[src/rtl/lin_cmd_pkg.sv]
package lin_cmd_pkg;
  // Command byte layout, most significant bit first.
  typedef struct packed {
    logic stop;
    logic sleep;
    logic txrx;
    logic dtack;
    logic rst_int;
    logic rst_err;
    logic wupreq;
    logic streq;
  } ctrl_byte_t;

  localparam int unsigned ST_DONE = 0;
  localparam int unsigned ST_WAKE = 1;
  localparam int unsigned ST_ERR  = 2;
  localparam int unsigned ST_INT  = 3;
endpackage

[src/rtl/lin_ctrl_bits.sv]
module lin_ctrl_bits
  import lin_cmd_pkg::*;
(
  input  logic       clk,
  input  logic       rst_n,
  input  logic       ctrl_wr,
  input  ctrl_byte_t wbyte,
  input  logic       mode_master,
  input  logic       eng_break,
  input  logic       eng_wake_sent,
  input  logic       eng_tx_done,
  input  logic       eng_err_any,
  input  logic       eng_dtack_done,
  output logic [7:0] ctrl_rd,
  output logic       start_pulse,
  output logic       wake_pulse,
  output logic       dtack_flag,
  output logic       txrx_sel,
  output logic       sleep_flag,
  output logic       proc_blocked
);
  logic streq_q, streq_n, wup_q, wup_n, dtack_q, dtack_n;
  logic blk_q, blk_n, sleep_q, sleep_n, txrx_q, txrx_n;
  logic stp_q, stp_n, wkp_q, wkp_n;

  always_comb begin
    streq_n = streq_q;
    wup_n   = wup_q;
    dtack_n = dtack_q;
    blk_n   = blk_q;
    sleep_n = sleep_q;
    txrx_n  = txrx_q;
    if (eng_tx_done || eng_err_any) streq_n = 1'b0;
    if (eng_wake_sent)              wup_n   = 1'b0;
    if (eng_dtack_done)             dtack_n = 1'b0;
    if (eng_break)                  blk_n   = 1'b0;
    stp_n = ctrl_wr && wbyte.streq && mode_master;
    wkp_n = ctrl_wr && wbyte.wupreq;
    if (stp_n) streq_n = 1'b1;
    if (wkp_n) wup_n   = 1'b1;
    if (ctrl_wr) begin
      sleep_n = wbyte.sleep;
      txrx_n  = wbyte.txrx;
      if (wbyte.dtack && !mode_master) dtack_n = 1'b1;
      if (wbyte.stop && !mode_master)  blk_n   = 1'b1;
    end
  end

  always_ff @(posedge clk or negedge rst_n) begin
    if (!rst_n) begin
      streq_q <= 1'b0;
      wup_q   <= 1'b0;
      dtack_q <= 1'b0;
      blk_q   <= 1'b0;
      sleep_q <= 1'b0;
      txrx_q  <= 1'b0;
      stp_q   <= 1'b0;
      wkp_q   <= 1'b0;
    end else begin
      streq_q <= streq_n;
      wup_q   <= wup_n;
      dtack_q <= dtack_n;
      blk_q   <= blk_n;
      sleep_q <= sleep_n;
      txrx_q  <= txrx_n;
      stp_q   <= stp_n;
      wkp_q   <= wkp_n;
    end
  end

  assign ctrl_rd      = {1'b0, sleep_q, txrx_q, dtack_q, 2'b00, wup_q, streq_q};
  assign start_pulse  = stp_q;
  assign wake_pulse   = wkp_q;
  assign dtack_flag   = dtack_q;
  assign txrx_sel     = txrx_q;
  assign sleep_flag   = sleep_q;
  assign proc_blocked = blk_q;
endmodule

[src/rtl/lin_status_flags.sv]
module lin_status_flags
  import lin_cmd_pkg::*;
#(
  parameter int unsigned ERR_W = 4
) (
  input  logic             clk,
  input  logic             rst_n,
  input  logic             clr_int,
  input  logic             clr_err,
  input  logic             done_evt,
  input  logic             wake_evt,
  input  logic [ERR_W-1:0] err_bits,
  output logic [7:0]       stat_rd,
  output logic [7:0]       err_rd,
  output logic             irq
);
  localparam int unsigned PAD_W = 8 - ERR_W;

  logic             done_q, done_n, wake_q, wake_n, errf_q, errf_n, int_q, int_n;
  logic [ERR_W-1:0] err_q, err_n;
  logic             err_evt;

  always_comb begin
    err_evt = |err_bits;
    done_n  = (done_q & ~clr_int) | done_evt;
    wake_n  = (wake_q & ~clr_int) | wake_evt;
    int_n   = (int_q  & ~clr_int) | done_evt | wake_evt | err_evt;
    errf_n  = (errf_q & ~clr_err) | err_evt;
    err_n   = (clr_err ? '0 : err_q) | err_bits;
  end

  always_ff @(posedge clk or negedge rst_n) begin
    if (!rst_n) begin
      done_q <= 1'b0;
      wake_q <= 1'b0;
      errf_q <= 1'b0;
      int_q  <= 1'b0;
      err_q  <= '0;
    end else begin
      done_q <= done_n;
      wake_q <= wake_n;
      errf_q <= errf_n;
      int_q  <= int_n;
      err_q  <= err_n;
    end
  end

  always_comb begin
    stat_rd          = 8'h00;
    stat_rd[ST_DONE] = done_q;
    stat_rd[ST_WAKE] = wake_q;
    stat_rd[ST_ERR]  = errf_q;
    stat_rd[ST_INT]  = int_q;
  end

  assign err_rd = {{PAD_W{1'b0}}, err_q};
  assign irq    = int_q;
endmodule

[src/rtl/lin_cmd_regs.sv]
module lin_cmd_regs
  import lin_cmd_pkg::*;
#(
  parameter int unsigned ADDR_W    = 8,
  parameter int unsigned ERR_W     = 4,
  parameter logic [7:0]  CTRL_ADDR = 8'h08,
  parameter logic [7:0]  STAT_ADDR = 8'h09,
  parameter logic [7:0]  ERR_ADDR  = 8'h0A
) (
  input  logic              clk,
  input  logic              rst_n,
  input  logic              bus_wr,
  input  logic              bus_rd,
  input  logic [ADDR_W-1:0] bus_addr,
  input  logic [7:0]        bus_wdata,
  output logic [7:0]        bus_rdata,
  input  logic              mode_master,
  input  logic              eng_break,
  input  logic              eng_frame_done,
  input  logic              eng_wake_rx,
  input  logic              eng_wake_sent,
  input  logic              eng_tx_done,
  input  logic              eng_dtack_done,
  input  logic [ERR_W-1:0]  eng_err_bits,
  output logic              start_pulse,
  output logic              wake_pulse,
  output logic              dtack_flag,
  output logic              txrx_sel,
  output logic              sleep_flag,
  output logic              proc_blocked,
  output logic              irq
);
  logic       rs_meta, rs_n;
  logic       ctrl_wr;
  ctrl_byte_t wbyte;
  logic [7:0] ctrl_rd, stat_rd, err_rd;
  logic [7:0] rdata_q, rdata_n;

  // Reset asserts at once and leaves on a clock edge.
  always_ff @(posedge clk or negedge rst_n) begin
    if (!rst_n) begin
      rs_meta <= 1'b0;
      rs_n    <= 1'b0;
    end else begin
      rs_meta <= 1'b1;
      rs_n    <= rs_meta;
    end
  end

  assign ctrl_wr = bus_wr && (bus_addr == ADDR_W'(CTRL_ADDR));
  assign wbyte   = ctrl_byte_t'(bus_wdata);

  lin_ctrl_bits ctrl_i (
    .clk(clk), .rst_n(rs_n), .ctrl_wr(ctrl_wr), .wbyte(wbyte),
    .mode_master(mode_master), .eng_break(eng_break),
    .eng_wake_sent(eng_wake_sent), .eng_tx_done(eng_tx_done),
    .eng_err_any(|eng_err_bits), .eng_dtack_done(eng_dtack_done),
    .ctrl_rd(ctrl_rd), .start_pulse(start_pulse), .wake_pulse(wake_pulse),
    .dtack_flag(dtack_flag), .txrx_sel(txrx_sel), .sleep_flag(sleep_flag),
    .proc_blocked(proc_blocked)
  );

  lin_status_flags #(.ERR_W(ERR_W)) stat_i (
    .clk(clk), .rst_n(rs_n),
    .clr_int(ctrl_wr && wbyte.rst_int),
    .clr_err(ctrl_wr && wbyte.rst_err),
    .done_evt(eng_frame_done && !proc_blocked),
    .wake_evt(eng_wake_rx && sleep_flag),
    .err_bits(eng_err_bits),
    .stat_rd(stat_rd), .err_rd(err_rd), .irq(irq)
  );

  always_comb begin
    rdata_n = rdata_q;
    if (bus_rd) begin
      if (bus_addr == ADDR_W'(CTRL_ADDR))      rdata_n = ctrl_rd;
      else if (bus_addr == ADDR_W'(STAT_ADDR)) rdata_n = stat_rd;
      else if (bus_addr == ADDR_W'(ERR_ADDR))  rdata_n = err_rd;
      else                                     rdata_n = 8'h00;
    end
  end

  always_ff @(posedge clk or negedge rs_n) begin
    if (!rs_n) rdata_q <= 8'h00;
    else       rdata_q <= rdata_n;
  end

  assign bus_rdata = rdata_q;
endmodule

[config.mk]
export PLATFORM = sky130hd
export DESIGN_NAME = lin_cmd_regs
export DESIGN_NICKNAME = d
export VERILOG_FILES = /design/src/rtl/lin_cmd_pkg.sv /design/src/rtl/lin_ctrl_bits.sv /design/src/rtl/lin_status_flags.sv /design/src/rtl/lin_cmd_regs.sv
export SDC_FILE = /design/constraint.sdc
export NUM_CORES = 1
export LEC_CHECK = 0
export ABC_AREA = 1
export BUFFER_PORTS_ARGS = -buffer_cell sky130_fd_sc_hd__buf_2
export CORE_ASPECT_RATIO = 0.9
export CORE_MARGIN = 2
export CORE_UTILIZATION = 25
export DETAILED_ROUTE_END_ITERATION = 7
export SETUP_SLACK_MARGIN = 0.3
export SLEW_MARGIN = 10
export SYNTH_ARGS = -nofsm -noshare
export SYNTH_HDL_FRONTEND = slang
export SYNTH_SLANG_ARGS = --single-unit
export TNS_END_PERCENT = 5
[constraint.sdc]
create_clock -name clk -period 1.8 [get_ports clk]
set_input_delay 0.18 -clock clk [delete_from_list [all_inputs] [get_ports clk]]
set_output_delay 0.18 -clock clk [all_outputs]
set_load 0.02 [all_outputs]
; Word level (Yosys, flattened, before mapping)
; Cells that the tools add are included.
[op_classes]
eq_ne = 3
muxes = 14
bitwise = 13
reduce_logical = 16
[op_table]
columns = op, count
row1 = "equality test 8 x 4 -> 1 bit, second input constant", 3
row2 = two-way mux 4 bit, 3
row3 = logical AND 1 bit, 10
row4 = two-way mux 1 bit, 10
row5 = two-way mux 7 bit, 1
row6 = OR 1 bit, 6
row7 = bitwise AND 1 bit, 4
row8 = OR 4 bit, 1
row9 = nonzero test 2 bit, 2
row10 = OR reduction 4 bit, 1
row11 = logical NOT 1 bit, 2
row12 = inverter 1 bit, 2
row13 = logical OR 1 bit, 1
[totals]
regBits = 26
inputBits = 31
out_inout_bits = 15
wordCells = 62

; Logic depth before layout (Yosys ltp)
[depth]
word_depth = 8
depth_mapped = 8
depth_no_buf = 8

; By module
; A second synthesis with hierarchy kept.
[hier_totals]
cells_unflattened = 197
area_unflattened_um2 = 1490.2
[by_module_without_submodules]
columns = mod, n_inst, cells_each, area_each_um2, seq_area_each_um2
row1 = lin_cmd_regs, 1, 106, 720.7, 250.2
row2 = lin_status_flags, 1, 50, 407.9, 200.2
row3 = lin_ctrl_bits, 1, 41, 361.6, 200.2

; Least setup slack after synthesis
; No wires, ideal clock.
[synth_timing]
kind = input to register
start = in bus_addr[5]
end = reg stat_i.err_q[0]
setup_ns = 0.120
t_arrival_ns = 0.916
t_required_ns = 1.680
slack_ns = 0.764
path_stages = 7
path_buffers = 1
cell_sequence = nor2_1 > nand2_1 > nor2_4 > nand2_4 > buf_6 > o21ai_1 > nand2_1
[synth_via]
elab_chain_len = 5
[synth_lines]
columns = element, line_no
row1 = from (decl), lin_cmd_regs.sv:14  ; input logic [ADDR_W-1:0] bus_addr,
row2 = equality test 8 x 4 -> 1 bit, lin_cmd_regs.sv:50  ; assign ctrl_wr = bus_wr && (bus_addr == ADDR_W'(CTRL_ADDR));
row3 = logical AND 1 bit, lin_cmd_regs.sv:50
row4 = logical AND 1 bit, lin_cmd_regs.sv:66  ; .clr_err(ctrl_wr && wbyte.rst_err),
row5 = two-way mux 4 bit, lin_status_flags.sv:29  ; err_n = (clr_err ? '0 : err_q) | err_bits;
row6 = OR 4 bit, lin_status_flags.sv:29
row7 = via stat_i.err_n[0], lin_status_flags.sv:20  ; logic [ERR_W-1:0] err_q, err_n;
row8 = to (signal assigned), lin_status_flags.sv:44  ; err_q <= err_n;
row9 = to (decl), lin_status_flags.sv:20
; The timed path passes the listed nets, and every way through them passes these cells.
; A chain may end at the register's enable or synchronous reset.

; Worst setup path in the final report
[layout_timing]
start = reg ctrl_i.sleep_q (netlist: ctrl_i.sleep_flag)
end = out sleep_flag
[layout_lines]
columns = element, line_no
row1 = from (decl), lin_ctrl_bits.sv:23  ; logic blk_q, blk_n, sleep_q, sleep_n, txrx_q, txrx_n;
row2 = from (signal assigned), lin_ctrl_bits.sv:64  ; sleep_q <= sleep_n;
row3 = to (decl), lin_cmd_regs.sv:29  ; output logic sleep_flag,
; No word-level cell between the ends.

==> flow_summary_export.csv <==
group,metric,value,unit
detailed_routing,met2_length,1142,um
setup_path,crit_fanout,4,
timing,clock_skew,5.073,ps
global_routing,gr-total-overflow,0,
timing,fin_setup_tns,0,ps
setup_path,startpoint_type,"flop",
timing,layout_setup_ws,740.0,ps
floorplan,num_rows,23,
yosys,yosysWarnings,0,
detailed_routing,drtPass1Iterations,4,
timing,period_share,58.89,%
timing,finalSetupViolations,0,
global_routing,grt_usage,11.01,%
detailed_routing,antenna_left,0,
power_and_ir_drop,p_sw_share,23.75,%
worst_hold_path,hold_start,"eng_dtack_done",
power_and_ir_drop,p_seq_share,57.4,%
detailed_routing,drc,0,
setup_path,cp.buffers_inverters,1,
yosys,synth-seq-cells,25,
clock_network,path_clk_slew,90,ps
timing,min_period,1060,ps
detailed_routing,num_vias,1002,
setup_path,r2r_cells,3,
final_layout,largest_reg_flops,7,
worst_hold_path,min_path_type,"in2reg",
timing,rsz0062_at_grt,"false",
clock_network,cts_setup_buffers,0,
global_routing,grt_first_pass_wirelength,4209,um
setup_path,crit_path_start,"ctrl_i.sleep_flag",
detailed_routing,drt_wl_total,2530,um
yosys,syn-num-nets,166,
power_and_ir_drop,switchingPower,240.8,uW
detailed_routing,route.met3.wl,126,um
placement,io_buffers,44,
setup_path,cp_top_family,"flip-flops",
final_layout,nets,215,
power_and_ir_drop,ir_drop,222.7,uV
setup_path,worstSetupPathType,"reg2out",
clock_network,cts_tree,"yes",
power_and_ir_drop,leakage,0.8265,nW
yosys,synth_cell_types,21,
yosys,synth_async_sr_flop_share,100.0,%
floorplan,initial_core_util,25.60,%
setup_path,cp.required,1620,ps
detailed_routing,drt_iter0_markers,37,
yosys,synth_area_leader_cell,"dfrtp_1",
power_and_ir_drop,powerDensity,693.8,mW/mm^2
clock_network,clk_latency,270,ps
yosys,synth_top_cell_area_share,55.87,%
floorplan,die_w,74.55,um
placement,gp_congestion,0.7549,
yosys,syn-cell-area,0.001120,mm^2
power_and_ir_drop,pwr-share-clk,33.0,%
timing,max_freq,943.4,MHz
final_layout,diodes,0,
setup_path,reg2reg_to,"ctrl_i.streq_q",
clock_network,clockRootBuffer,"clkbuf_8",
setup_path,crit_slowest_cell,"dfrtp_1",
final_layout,fin_util,33.41,%
global_routing,grt_max_degree,24,
setup_path,cp-end-kind,"output pin",
final_layout,fin_area,0.001461,mm^2
floorplan,fp.coreArea,0.004374,mm^2
setup_path,max_stage_delay,420,ps
clock_network,cts_buffer_depth,2,
clock_network,h-tree-depth,1,
placement,dpl_cell_area,0.001406,mm^2
setup_path,arrival,880,ps
global_routing,grt_pass1_vias,937,
yosys,synth_area_leaders,"dfrtp_1 56%, nand2_1 15%, inv_1 6.7%, nand3_1 5.8%, nor2_1 2.7%",
power_and_ir_drop,comb_power_share,9.7,%
clock_network,cts.sinks,25,
floorplan,die_y,67.49,um
yosys,netlist_instances,135,
setup_path,path_cells,"buf_2",
worst_hold_path,holdPathStages,2,
run,cap_violations,0,
floorplan,die_area,0.005031,mm^2
detailed_routing,wl_met1,1208,um
yosys,avgSynthCellArea,8.295,um^2
placement,place_ws,529.9,ps
floorplan,num_io_pins,46,
detailed_routing,vias_per_cell,4.090,
yosys,dominantRegCellSynth,"dfrtp_1",
yosys,ys_seq_area_share,55.87,%
detailed_routing,wl_per_cell,10.33,um
yosys,synth_edf_count,0,
final_layout,drive_gt1_share,30.05,%
setup_path,rrSetupSlack,900,ps
clock_network,cts_buffers,3,
setup_path,worst_r2r_startpoint,"ctrl_i.streq_q",
timing,finalHoldViolCount,0,
outcome,status,"completed",
global_routing,antenna_found_initial,0,
power_and_ir_drop,internal-power,773.1,uW
detailed_routing,routed.top_layer,"met4",
worst_hold_path,holdPathEnd,"ctrl_i.dtack_flag",
timing,slew_viol_final,0,
final_layout,syn_to_final_growth,30.50,%
placement,dp_hpwl,2001,um
[timing repair]
item,4_1_cts,5_1_grt
gates resized for setup,0,0
hold buffers,1,0
endpoints found under the hold margin,2,0
[worst reg2reg max path: stages (launching register included)]
cell and delay, ps:
dfrtp_1 360, inv_1 90, nor3_1 60, or2_2 280
[area by class of cell]
| cell class | instances | area (um^2) |
|---|---|---|
| inverter | 21 | 78.83 |
| fill | 505 | 2913 |
| tap | 62 | 77.57 |
| sequential | 25 | 625.6 |
| clock buffer | 4 | 45.04 |
| timing repair buffer | 46 | 237.7 |
| multi-input combinational | 87 | 396.6 |
[through the flow]
step | hold WS, ps | total power, mW | std cells
2_1_floorplan | -115.6 | 0.6387 | 135
3_3_place_gp | -34.57 | 0.6895 | 240
3_5_place_dp | -33.22 | 0.6916 | 240
4_1_cts | 80.34 | 1.028 | 245
5_1_grt | 81.80 | 1.069 | 245
6_report | 86.36 | 1.014 | 245
[cell usage after synthesis, drive strengths merged, types with 2 or more instances]
cell,count
o21ai,8
o22ai,3
nand2,46
nor2,10
inv,20
buf,2
dfrtp,25
a21oi,2
conb,2
nand3,13
[cell usage in the layout, fill, tap and decap left out]
master          n
or2_2           1
conb_1          2
clkbuf_8        3
nor2_1          8
buf_4           1
buf_2          44
nand4_1         1
nand2_4         1
inv_1          20
a21oi_1         2
o22ai_1         3
nor2_4          1
clkbuf_1        1
clkinv_1        1
nand2_1        44
dlygate4sd3_1   1
nor2_2          1
nor3_1          1
o21ai_0         4
dfrtp_1        25
nand3_1        13
o21ai_1         2
o21ai_2         2
nand2_2         1
[power groups by stage]
| stage | clock network, mW | logic, mW | registers [mW] |
|---|---|---|---|
| 3_5_place_dp | 0 | 0.0980 | 0.594 |
| 6_report | 0.334 | 0.0979 | 0.582 |
| 5_1_grt | 0.370 | 0.115 | 0.585 |
| 4_1_cts | 0.346 | 0.100 | 0.582 |
| 3_3_place_gp | 0 | 0.0956 | 0.594 |
| 2_1_floorplan | 0 | 0.0363 | 0.602 |
[cells by family after synthesis]
group                  share of synthesized area (%)
AOI/OAI and AO/OA                              6.816
buffers and inverters                          8.715
DFF                                            55.87
other                                         0.6706
and+or+nand+nor                                27.93
[metal layers]
metal / global-route usage, % / up-vias
met4: 4.688 / 0
met3: 1.791 / 4
li1: - / 513
met1: 15.15 / 456
met2: 17.15 / 29
met5: 0 / -
[worst max-delay path by stage]
| stage | slack, ps | depth (start not counted) | to |
|---|---|---|---|
| after global routing | 680 | 7 | stat_i.wake_q |
| final | 740 | 1 | sleep_flag |
| after CTS | 730 | 1 | sleep_flag |
| after global placement | 600 | 7 | stat_i.err_q[3] |
| after floorplan | 760 | 7 | stat_i.err_q[0] |
| after detailed placement | 530 | 7 | stat_i.wake_q |
Note: power is estimated with default switching activity, not from simulation.
